[config.mk]
export PLATFORM = sky130hd
export DESIGN_NAME = lcd_hline_gen
export DESIGN_NICKNAME = d
export VERILOG_FILES = /design/src/rtl/lcd_hline_pkg.sv /design/src/rtl/lcd_hline_dp.sv /design/src/rtl/lcd_hline_ctrl.sv /design/src/rtl/lcd_hline_gen.sv
export SDC_FILE = /design/constraint.sdc
export NUM_CORES = 1
export LEC_CHECK = 0
export BUFFER_PORTS_ARGS = -buffer_cell sky130_fd_sc_hd__buf_4
export CAP_MARGIN = 15
export CORE_ASPECT_RATIO = 1.4
export CORE_MARGIN = 1
export CORE_UTILIZATION = 45
export DETAILED_ROUTE_END_ITERATION = 6
export PLACE_DENSITY = 0.66
export SLEW_MARGIN = 20
export SYNTH_ARGS = -nofsm -noshare
export SYNTH_HDL_FRONTEND = slang
export SYNTH_SLANG_ARGS = --single-unit
export TNS_END_PERCENT = 10
[constraint.sdc]
create_clock -name clk -period 4.8 [get_ports clk]
set_input_delay 0.24 -clock clk [delete_from_list [all_inputs] [get_ports clk]]
set_output_delay 0.24 -clock clk [all_outputs]
set_load 0.03 [all_outputs]
[src/rtl/lcd_hline_pkg.sv]
package lcd_hline_pkg;

  typedef enum logic [1:0] {
    PH_BACK  = 2'd0,
    PH_PIX   = 2'd1,
    PH_FRONT = 2'd2,
    PH_SYNC  = 2'd3
  } phase_e;

  // strobes from control to datapath
  typedef struct packed {
    logic   loadCfg;
    logic   clrCnt;
    logic   incCnt;
    phase_e phase;
  } ctrlStrobe_t;

endpackage

[src/rtl/lcd_hline_dp.sv]
module lcd_hline_dp
  import lcd_hline_pkg::*;
#(
  parameter int PPL_W = 10,
  parameter int HSW_W = 6,
  parameter int HFP_W = 8,
  parameter int HBP_W = 8,
  localparam int WORD_W = PPL_W + HSW_W + HFP_W + HBP_W
) (
  input  logic              clk,
  input  logic              rstN,
  input  logic [WORD_W-1:0] timingWord,
  input  logic              passiveIn,
  input  ctrlStrobe_t       strobe,
  output logic              lastCnt,
  output logic              passiveCfg
);

  localparam int HSW_LSB = PPL_W;
  localparam int HFP_LSB = HSW_LSB + HSW_W;
  localparam int HBP_LSB = HFP_LSB + HFP_W;
  localparam int MAX_A   = (PPL_W > HSW_W) ? PPL_W : HSW_W;
  localparam int MAX_B   = (HFP_W > HBP_W) ? HFP_W : HBP_W;
  localparam int CNT_W   = (MAX_A > MAX_B) ? MAX_A : MAX_B;

  logic [PPL_W-1:0] pplQ;
  logic [HSW_W-1:0] hswQ;
  logic [HFP_W-1:0] hfpQ;
  logic [HBP_W-1:0] hbpQ;
  logic             passiveQ;
  logic [CNT_W-1:0] cnt;
  logic [CNT_W-1:0] limit;

  // shadow copy of the configuration, loaded on the enable edge
  always_ff @(posedge clk) begin
    if (!rstN) begin
      pplQ     <= '0;
      hswQ     <= '0;
      hfpQ     <= '0;
      hbpQ     <= '0;
      passiveQ <= 1'b0;
    end else if (strobe.loadCfg) begin
      pplQ     <= timingWord[PPL_W-1:0];
      hswQ     <= timingWord[HSW_LSB +: HSW_W];
      hfpQ     <= timingWord[HFP_LSB +: HFP_W];
      hbpQ     <= timingWord[HBP_LSB +: HBP_W];
      passiveQ <= passiveIn;
    end
  end

  // terminal count of the current phase, fields hold count minus one
  always_comb begin
    unique case (strobe.phase)
      PH_BACK:  limit = CNT_W'(hbpQ);
      PH_PIX:   limit = CNT_W'(pplQ);
      PH_FRONT: limit = CNT_W'(hfpQ);
      PH_SYNC:  limit = CNT_W'(hswQ);
      default:  limit = '0;
    endcase
  end

  always_ff @(posedge clk) begin
    if (!rstN)              cnt <= '0;
    else if (strobe.clrCnt) cnt <= '0;
    else if (strobe.incCnt) cnt <= cnt + 1'b1;
  end

  assign lastCnt    = (cnt == limit);
  assign passiveCfg = passiveQ;

  AST_CNT_BOUNDED: assert property (@(posedge clk) disable iff (!rstN)
    cnt <= limit);

  AST_CFG_FROZEN: assert property (@(posedge clk) disable iff (!rstN)
    !strobe.loadCfg |=> ($stable(pplQ) && $stable(hswQ) && $stable(hfpQ)
                         && $stable(hbpQ) && $stable(passiveQ)));

endmodule

[src/rtl/lcd_hline_ctrl.sv]
module lcd_hline_ctrl
  import lcd_hline_pkg::*;
(
  input  logic        clk,
  input  logic        rstN,
  input  logic        enable,
  input  logic        pixTick,
  input  logic        lastCnt,
  input  logic        passiveCfg,
  output ctrlStrobe_t strobe,
  output logic        lineClk,
  output logic        pixClkEn,
  output logic        pixValid,
  output logic        lineEnd
);

  phase_e state;
  phase_e nextPhase;
  logic   enPrev;
  logic   run;
  logic   stepDone;

  always_ff @(posedge clk) begin
    if (!rstN) enPrev <= 1'b0;
    else       enPrev <= enable;
  end

  // counting starts the cycle after the load cycle
  assign run      = enable & enPrev;
  assign stepDone = run & pixTick & lastCnt;

  always_comb begin
    unique case (state)
      PH_BACK:  nextPhase = PH_PIX;
      PH_PIX:   nextPhase = PH_FRONT;
      PH_FRONT: nextPhase = PH_SYNC;
      PH_SYNC:  nextPhase = PH_BACK;
      default:  nextPhase = PH_BACK;
    endcase
  end

  always_ff @(posedge clk) begin
    if (!rstN)         state <= PH_BACK;
    else if (!run)     state <= PH_BACK;
    else if (stepDone) state <= nextPhase;
  end

  always_comb begin
    strobe.loadCfg = enable & ~enPrev;
    strobe.clrCnt  = ~run | stepDone;
    strobe.incCnt  = run & pixTick & ~lastCnt;
    strobe.phase   = state;
  end

  assign pixValid = run & (state == PH_PIX);
  assign lineClk  = run & (state == PH_SYNC);
  assign lineEnd  = stepDone & (state == PH_SYNC);
  assign pixClkEn = run & pixTick & (~passiveCfg | (state == PH_PIX));

  AST_PHASE_ORDER: assert property (@(posedge clk) disable iff (!rstN)
    stepDone |=> (state == phase_e'($past(state) + 2'd1)));

  AST_HOLD_NO_TICK: assert property (@(posedge clk) disable iff (!rstN)
    (run && !pixTick) |=> $stable(state));

  AST_EOL_THEN_BACK: assert property (@(posedge clk) disable iff (!rstN)
    lineEnd |=> (!lineClk && !lineEnd));

  AST_PASSIVE_GATE: assert property (@(posedge clk) disable iff (!rstN)
    (passiveCfg && !pixValid) |-> !pixClkEn);

  AST_IDLE_QUIET: assert property (@(posedge clk) disable iff (!rstN)
    !enable |-> !(lineClk || pixValid || pixClkEn || lineEnd));

endmodule

[src/rtl/lcd_hline_gen.sv]
module lcd_hline_gen
  import lcd_hline_pkg::*;
#(
  parameter int PPL_W = 10,
  parameter int HSW_W = 6,
  parameter int HFP_W = 8,
  parameter int HBP_W = 8,
  localparam int WORD_W = PPL_W + HSW_W + HFP_W + HBP_W
) (
  input  logic              clk,
  input  logic              rstN,
  input  logic              enable,
  input  logic              passiveMode,
  input  logic              pixTick,
  input  logic [WORD_W-1:0] timingWord,
  output logic              lineClk,
  output logic              pixClkEn,
  output logic              pixValid,
  output logic              lineEnd
);

  ctrlStrobe_t strobe;
  logic        lastCnt;
  logic        passiveCfg;

  lcd_hline_ctrl u_ctrl (
    .clk        (clk),
    .rstN       (rstN),
    .enable     (enable),
    .pixTick    (pixTick),
    .lastCnt    (lastCnt),
    .passiveCfg (passiveCfg),
    .strobe     (strobe),
    .lineClk    (lineClk),
    .pixClkEn   (pixClkEn),
    .pixValid   (pixValid),
    .lineEnd    (lineEnd)
  );

  lcd_hline_dp #(
    .PPL_W (PPL_W),
    .HSW_W (HSW_W),
    .HFP_W (HFP_W),
    .HBP_W (HBP_W)
  ) u_dp (
    .clk        (clk),
    .rstN       (rstN),
    .timingWord (timingWord),
    .passiveIn  (passiveMode),
    .strobe     (strobe),
    .lastCnt    (lastCnt),
    .passiveCfg (passiveCfg)
  );

endmodule

==> flow_metrics.py, run 1 <==
metrics = {
    "drt": {
        "routed_wl_um": 5120,
        "drc": 0,
        "drtAntennaViolNets": 0,
        "drt-pass1-iter-count": 4,
        "dr_wl_met3_um": 176,
        "met2_length_um": 2600,
        "avgViaCountPerCell": 5.30,
        "drt_iter0_drc": 152,
        "wl_met1_um": 2230,
        "post_drt_wl_per_cell_um": 13.7,
        "highest_layer": "met4",
        "num_vias": 1976,
    },
    "placed_design": {
        "place_area_sq_um": 2640,
        "port_buffers": 40,
        "post-place-ws_ns": 1.75,
        "gp_congestion": 0.826,
        "dp_hpwl_um": 3860,
    },
    "setup_path": {
        "r2r-end": "u_dp.cnt[6]",
        "critPathCaptureType": "primary output",
        "crit_fanout": 9,
        "slowest_stage": "a222oi_1",
        "crit_end": "lineEnd",
        "path_class": "reg -> out",
        "critical_path_required_ns": 4.56,
        "reg2reg_depth": 9,
        "reg2reg_from": "u_ctrl.state[0]",
        "r2r_slack_ns": 1.75,
        "start_kind": "flop",
        "arrival_ns": 3.00,
        "cp-startpoint": "u_ctrl.state[0]",
        "max_stage_delay_ns": 0.52,
        "crit_chain": "inv_1 > ha_1 > a222oi_1 > mux2i_1 > xnor2_1 > nand4_2 > nor4_1 > and2_1 > buf_4",
    },
    "synth": {
        "synth_area_sq_um": 2350,
        "ys.flop_type": "dfxtp_1",
        "synth_top_area_cell": "dfxtp_1",
        "synth_cell_type_count": 44,
        "seq_area_frac_synth_pct": 39.2,
        "synthTopCellsByArea": "dfxtp_1, nand2_1, a21boi_0",
        "synth-edff-count": 0,
        "yosys_warnings": 0,
        "synthCells": 279,
        "synth_nets": 321,
        "async_reset_ff_share_pct": 0,
        "ys_ff_latch": 46,
        "synth_top_area_share_pct": 39.2,
        "syn_avg_cell_area_sq_um": 8.42,
    },
    "final_layout": {
        "synthToLayoutAreaGrowth_pct": 16.2,
        "final_common_cell": "nand2_1",
        "design_area_sq_um": 2730,
        "diodes": 0,
        "fin_nets": 350,
        "drive_gt1_share_pct": 17.5,
        "layout_common_cells": "nand2_1, dfxtp_1, buf_4, a21boi_0, nor2_1",
    },
    "global_routing": {
        "grt_max_degree": 36,
        "grt_pass1_wl_um": 9000,
        "grt_overflow": 0,
        "track_usage_pct": 21.0,
        "grt_pass1_vias": 1921,
        "antenna_found_initial": 0,
    },
    "cts": {
        "cts_buffers": 5,
        "cts_tree": "done",
        "cts_setup_buffers": 0,
        "cts_root_buf": "clkbuf_8",
        "cts_max_level": 2,
        "clk_pin_slew_ns": 0.09,
        "ctsHoldBuffers": 0,
        "clock_latency_ns": 0.30,
        "cts.sinks": 46,
        "cts.path.max_buffers": 2,
        "ctsResizeCount": 0,
    },
    "floorplanning": {
        "ios": 41,
        "die_x_um": 63.1,
        "initial_utilization_pct": 47.8,
        "dieHeight_um": 87.5,
        "coreArea_sq_um": 4920,
        "rows": 30,
        "dieArea_sq_um": 5520,
    },
    "sta": {
        "tightestPinTransition_ns": 0.665,
        "skew_ns": 0.00747,
        "maxSlewViolCount": 0,
        "max_slew_margin_pct": 55.6,
        "period_needed_ns": 3.24,
        "fmax_mhz": 309,
        "fin_ws_ns": 1.56,
        "hold_viol_final": 0,
        "finalCritPeriodShare_pct": 67.5,
        "setup_viol": 0,
        "rsz0062_at_grt": "no",
        "finalSetupTns_ns": 0,
    },
    "run": {
        "maxCapViolations": 0,
    },
    "status": {
        "outcome": "complete, no violations",
    },
    "pwr": {
        "vdd_ir_drop_max_v": 0.000192,
        "p_per_area_nw_per_um2": 266,
        "p_sw_share_pct": 25.4,
        "combPwrFrac_pct": 11.8,
        "p_clk_share_pct": 31.8,
        "seqPwrFrac_pct": 56.3,
        "p_int_w": 0.000541,
        "leakage_nw": 1.09,
        "p_switching_w": 0.000184,
    },
    "worst_hold_path": {
        "worstHoldPathType": "in -> reg",
    },
}
-- cell usage after synthesis, types with 2 or more instances --
cell type	number
xor2_1	5
and3_1	4
nand3_1	4
nand2_1	73
nor2_1	12
and2_1	3
o21ai_0	3
buf_2	2
nand4_1	2
nor3_1	6
a21oi_1	2
ha_1	5
o31ai_1	2
inv_1	9
mux2i_1	8
nor2b_1	6
dfxtp_1	46
buf_6	3
a21boi_0	33
clkbuf_1	12
nand4bb_1	2
xnor2_1	10
a222oi_1	6
-- power groups by stage --
stage / Clock [W] / Combinational (W) / Sequential [W]
CTS: 0.000237 / 0.0000870 / 0.000409
global route: 0.000254 / 0.0000973 / 0.000411
finish: 0.000231 / 0.0000859 / 0.000409
global placement: 0 / 0.0000852 / 0.000417
floorplan: 0 / 0.0000569 / 0.000413
detailed placement: 0 / 0.0000869 / 0.000418
-- per-layer routing --
metal / track usage, % / vias to the layer above
met2: 37.6 / 48
met5: 0 / -
li1: - / 1010
met1: 24.1 / 909
met4: 9.51 / 0
met3: 3.80 / 9
-- worst max-delay path, delay by kind of cell, from the launching register on --
family	cells	cell delay (ns)
AOI/OAI and AO/OA	1	0.52
DFF	1	0.37
adders and majority gates	1	0.32
xor gates and xnor gates	1	0.21
buffers and inverters	2	0.25
and+or+nand+nor	3	0.87
muxes	1	0.16
-- sequential cells by signal, summed over array words and instances, names as in the netlist --
register,count
u_dp.pplQ,10
u_ctrl.state,2
u_dp.hbpQ,8
u_dp.hfpQ,8
u_dp.passiveCfg,1
u_dp.cnt,10
u_ctrl.enPrev,1
u_dp.hswQ,6
-- cell families (layout without fill, tap and decap cells) --
family / count (synthesis) / after routing / synth area share [%]
buffers and inverters: 27 / 57 / 5.54
muxes: 8 / 8 / 3.41
adders and majority gates: 5 / 5 / 2.66
DFF: 46 / 46 / 39.2
AOI/OAI and AO/OA: 59 / 59 / 20.0
xor gates and xnor gates: 15 / 15 / 5.59
and+or+nand+nor: 119 / 119 / 23.6
-- worst min path at each step --
stage,startpoint,endpoint,slack [ns],depth (start not counted)
floorplan,enable,u_ctrl.enPrev,0.36,1
global placement,u_dp.hbpQ[1],u_dp.hbpQ[1],0.45,2
detailed placement,u_dp.hbpQ[2],u_dp.hbpQ[2],0.46,2
CTS,timingWord[11],u_dp.hswQ[1],0.19,3
global route,timingWord[1],u_dp.pplQ[1],0.19,3
finish,timingWord[4],u_dp.pplQ[4],0.19,3
-- stage by stage --
stage,std cells,util (%),hold slack [ns],total power [W]
after floorplan,279,-,0.362,0.000470
after global placement,365,53.6,0.452,0.000502
after detailed placement,365,53.6,0.457,0.000504
after CTS,373,55.4,0.186,0.000732
after global routing,373,55.5,0.191,0.000762
final,373,55.5,0.187,0.000726
-- layout make-up --
type	count	area (sq um)
inverter	9	33.8
clock buffer	6	72.6
multi-input combinational	206	1310
fill	482	2190
clock inverter	2	13.8
timing repair buffer	40	300
sequential	46	921
tap	64	80.1
(Power assumes the default switching activity.)
==> run 2, diff against run 1 <==
--- a/config.mk
+++ b/config.mk
@@ -5,13 +5,14 @@
 export SDC_FILE = /design/constraint.sdc
 export NUM_CORES = 1
 export LEC_CHECK = 0
+export ABC_AREA = 1
 export BUFFER_PORTS_ARGS = -buffer_cell sky130_fd_sc_hd__buf_4
 export CAP_MARGIN = 15
 export CORE_ASPECT_RATIO = 1.4
 export CORE_MARGIN = 1
 export CORE_UTILIZATION = 45
 export DETAILED_ROUTE_END_ITERATION = 6
-export PLACE_DENSITY = 0.66
+export PLACE_DENSITY = 0.69
 export SLEW_MARGIN = 20
 export SYNTH_ARGS = -nofsm -noshare
 export SYNTH_HDL_FRONTEND = slang
==> constraint.sdc (replaced) <==
create_clock -name clk -period 2.7 [get_ports clk]
set_input_delay 0.135 -clock clk [delete_from_list [all_inputs] [get_ports clk]]
set_output_delay 0.135 -clock clk [all_outputs]
set_load 0.03 [all_outputs]
==> flow_metrics.py, run 2 <==
metrics = {
    "pwr": {
        "vdd_ir_drop_max_v": 0.000269,
        "p_per_area_nw_per_um2": 505,
        "leakage_nw": 1.25,
    },
    "synth": {
        "synthTopCellsByCount": "nand2_1, nor2_1, dfxtp_1, o21ai_0, inv_1",
        "synth-compound-area-share_pct": 10.9,
        "ys.flop_type": "dfxtp_1",
        "syn_avg_cell_area_sq_um": 6.62,
        "synth_top_family_by_area": "simple AND/OR/NAND/NOR gates",
        "yosys_warnings": 0,
        "synth_top_area_cell": "dfxtp_1",
        "synth_cell_type_count": 29,
        "async_reset_ff_share_pct": 0,
        "synth_area_sq_um": 2410,
        "seq_area_frac_synth_pct": 38.2,
        "muxShareOfSynthArea_pct": 0,
        "synthAdderAreaFrac_pct": 2.60,
        "synth_xor_area_share_pct": 0.727,
        "synth_top_area_share_pct": 38.2,
        "synthSimpleGateAreaFrac_pct": 39.1,
        "yosysMostFrequentCell": "nand2_1",
        "synth-edff-count": 0,
        "synthTopCellsByArea": "dfxtp_1, nand2_1, nor2_1",
        "synth_nets": 406,
        "ys_ff_latch": 46,
        "synthCells": 364,
    },
    "final_layout": {
        "final_common_cell": "nand2_1",
        "layout_common_cells": "nand2_1, nor2_1, dfxtp_1, buf_4, o21ai_0",
        "drive_gt1_share_pct": 18.0,
        "layout_top_registers": "u_dp.cnt x10, u_dp.pplQ x10",
        "fin_cells": 466,
        "synthToLayoutAreaGrowth_pct": 17.9,
        "diodes": 0,
        "fin_nets": 441,
        "fill_cells": 521,
    },
    "global_routing": {
        "grt_max_degree": 36,
        "antenna_found_initial": 0,
        "grt_pass1_vias": 2140,
        "grt_overflow": 0,
        "track_usage_pct": 22.0,
        "grt_pass1_wl_um": 9590,
    },
    "sta": {
        "finalCritPeriodShare_pct": 92.3,
        "skew_ns": 0.0106,
        "fmax_mhz": 401,
        "max_slew_margin_pct": 77.8,
        "period_needed_ns": 2.49,
        "finalSetupTns_ns": 0,
        "maxSlewViolCount": 0,
        "setup_viol": 0,
        "tightestPinTransition_ns": 0.332,
        "hold_viol_final": 0,
    },
    "cts": {
        "ctsHoldBuffers": 0,
        "cts_root_buf": "clkbuf_8",
        "cts.sinks": 46,
        "cts_buffers": 5,
        "cts_max_level": 2,
        "cts_tree": "done",
        "clk_pin_slew_ns": 0.09,
        "clock_latency_ns": 0.31,
        "cts.path.max_buffers": 2,
    },
    "worst_hold_path": {
        "hold_start": "timingWord[7]",
        "worstHoldPathType": "in -> reg",
        "hold_depth": 3,
        "holdPathEnd": "u_dp.pplQ[7]",
    },
    "floorplanning": {
        "coreArea_sq_um": 5160,
        "die_x_um": 63.8,
        "rows": 31,
        "ios": 41,
        "initial_utilization_pct": 46.7,
        "dieHeight_um": 88.6,
        "dieArea_sq_um": 5660,
    },
    "setup_path": {
        "reg2reg_depth": 12,
        "cp-startpoint": "u_ctrl.state[0]",
        "critical_path_required_ns": 2.57,
        "path_class": "reg -> out",
        "start_kind": "flop",
        "critPathCaptureType": "primary output",
        "reg2reg_from": "u_ctrl.state[0]",
        "r2r-end": "u_dp.cnt[6]",
        "crit_fanout": 15,
        "arrival_ns": 2.36,
        "r2r_slack_ns": 0.57,
    },
    "drt": {
        "drt_iter0_drc": 147,
        "routed_wl_um": 5790,
        "drtAntennaViolNets": 0,
        "drt-pass1-iter-count": 4,
        "num_vias": 2362,
        "avgViaCountPerCell": 5.07,
        "post_drt_wl_per_cell_um": 12.4,
        "drc": 0,
    },
    "placed_design": {
        "port_buffers": 40,
        "gp_congestion": 0.951,
        "dp.cells": 458,
        "dp_hpwl_um": 4300,
    },
    "status": {
        "outcome": "complete, no violations",
    },
    "run": {
        "maxCapViolations": 0,
    },
}
## run 2: worst max path at each step
stage              end  slack (ns)  cells after the start
6_report       lineEnd        0.21                     12
5_1_grt        lineEnd      -0.001                     12
4_1_cts        lineEnd        0.07                     12
3_5_place_dp   lineEnd        0.41                     12
3_3_place_gp   lineEnd        0.48                     12
2_1_floorplan  lineEnd        0.56                     15
## run 2: timing repair
item | in CTS | in global routing
endpoints found under the setup margin | 0 | 1
setup buffers | 0 | 0
resized for setup | 0 | 3
## run 2: cells by family after synthesis
family / after synthesis
xor gates and xnor gates: 2
and+or+nand+nor: 215
DFF: 46
AOI/OAI and AO/OA: 51
buffers and inverters: 45
adders and majority gates: 5
## run 2: cell type report
type,count,area [sq um],share of cell area [%]
Clock inverter,3,43.8,1.54
Clock buffer,5,68.8,2.42
Sequential cell,46,921,32.4
Inverter,31,119,4.18
Multi-Input combinational cell,273,1290,45.4
Timing Repair Buffer,42,315,11.1
Tap cell,66,82.6,2.91
## run 2: power by group
| part | internal, W | switching [W] | leakage, nW |
|---|---|---|---|
| clock network | 0.000278 | 0.000247 | 0.0585 |
| registers | 0.000717 | 0.0000217 | 0.379 |
| logic | 0.0000764 | 0.0000944 | 0.811 |
## run 2: layer usage
| layer | part of all wire [%] | global-route usage (%) | vias up |
|---|---|---|---|
| li1 | - | - | 1222 |
| met1 | 44 | 26.1 | 1082 |
| met2 | 51 | 39.5 | 50 |
| met3 | 3.7 | 4.64 | 8 |
| met4 | 1.4 | 6.82 | 0 |
| met5 | 0 | 0 | - |
## run 2: worst max-delay path: stages, from the launching register on
cell and delay [ns]:
dfxtp_1 0.34, inv_1 0.11, ha_2 0.33, inv_4 0.12, or2_1 0.24, nand3_1 0.09
nand2_1 0.08, nor2_1 0.10, nand2_1 0.07, nor2_2 0.11, nand3_2 0.15, nor2_1 0.15
buf_4 0.17
## run 2: per-stage QoR
step | util, % | hold slack [ns] | total power, W | area [sq um] | setup WS, ns
6_report | 55.1 | 0.0404 | 0.00143 | 2840 | 0.209
5_1_grt | 55.1 | 0.0409 | 0.00150 | 2840 | -0.00129
4_1_cts | 54.9 | 0.0441 | 0.00144 | 2830 | 0.0675
3_5_place_dp | 52.8 | 0.361 | 0.000925 | 2720 | 0.413
3_3_place_gp | 52.8 | 0.353 | 0.000923 | 2720 | 0.484
2_1_floorplan | - | 0.228 | 0.000858 | 2410 | 0.560
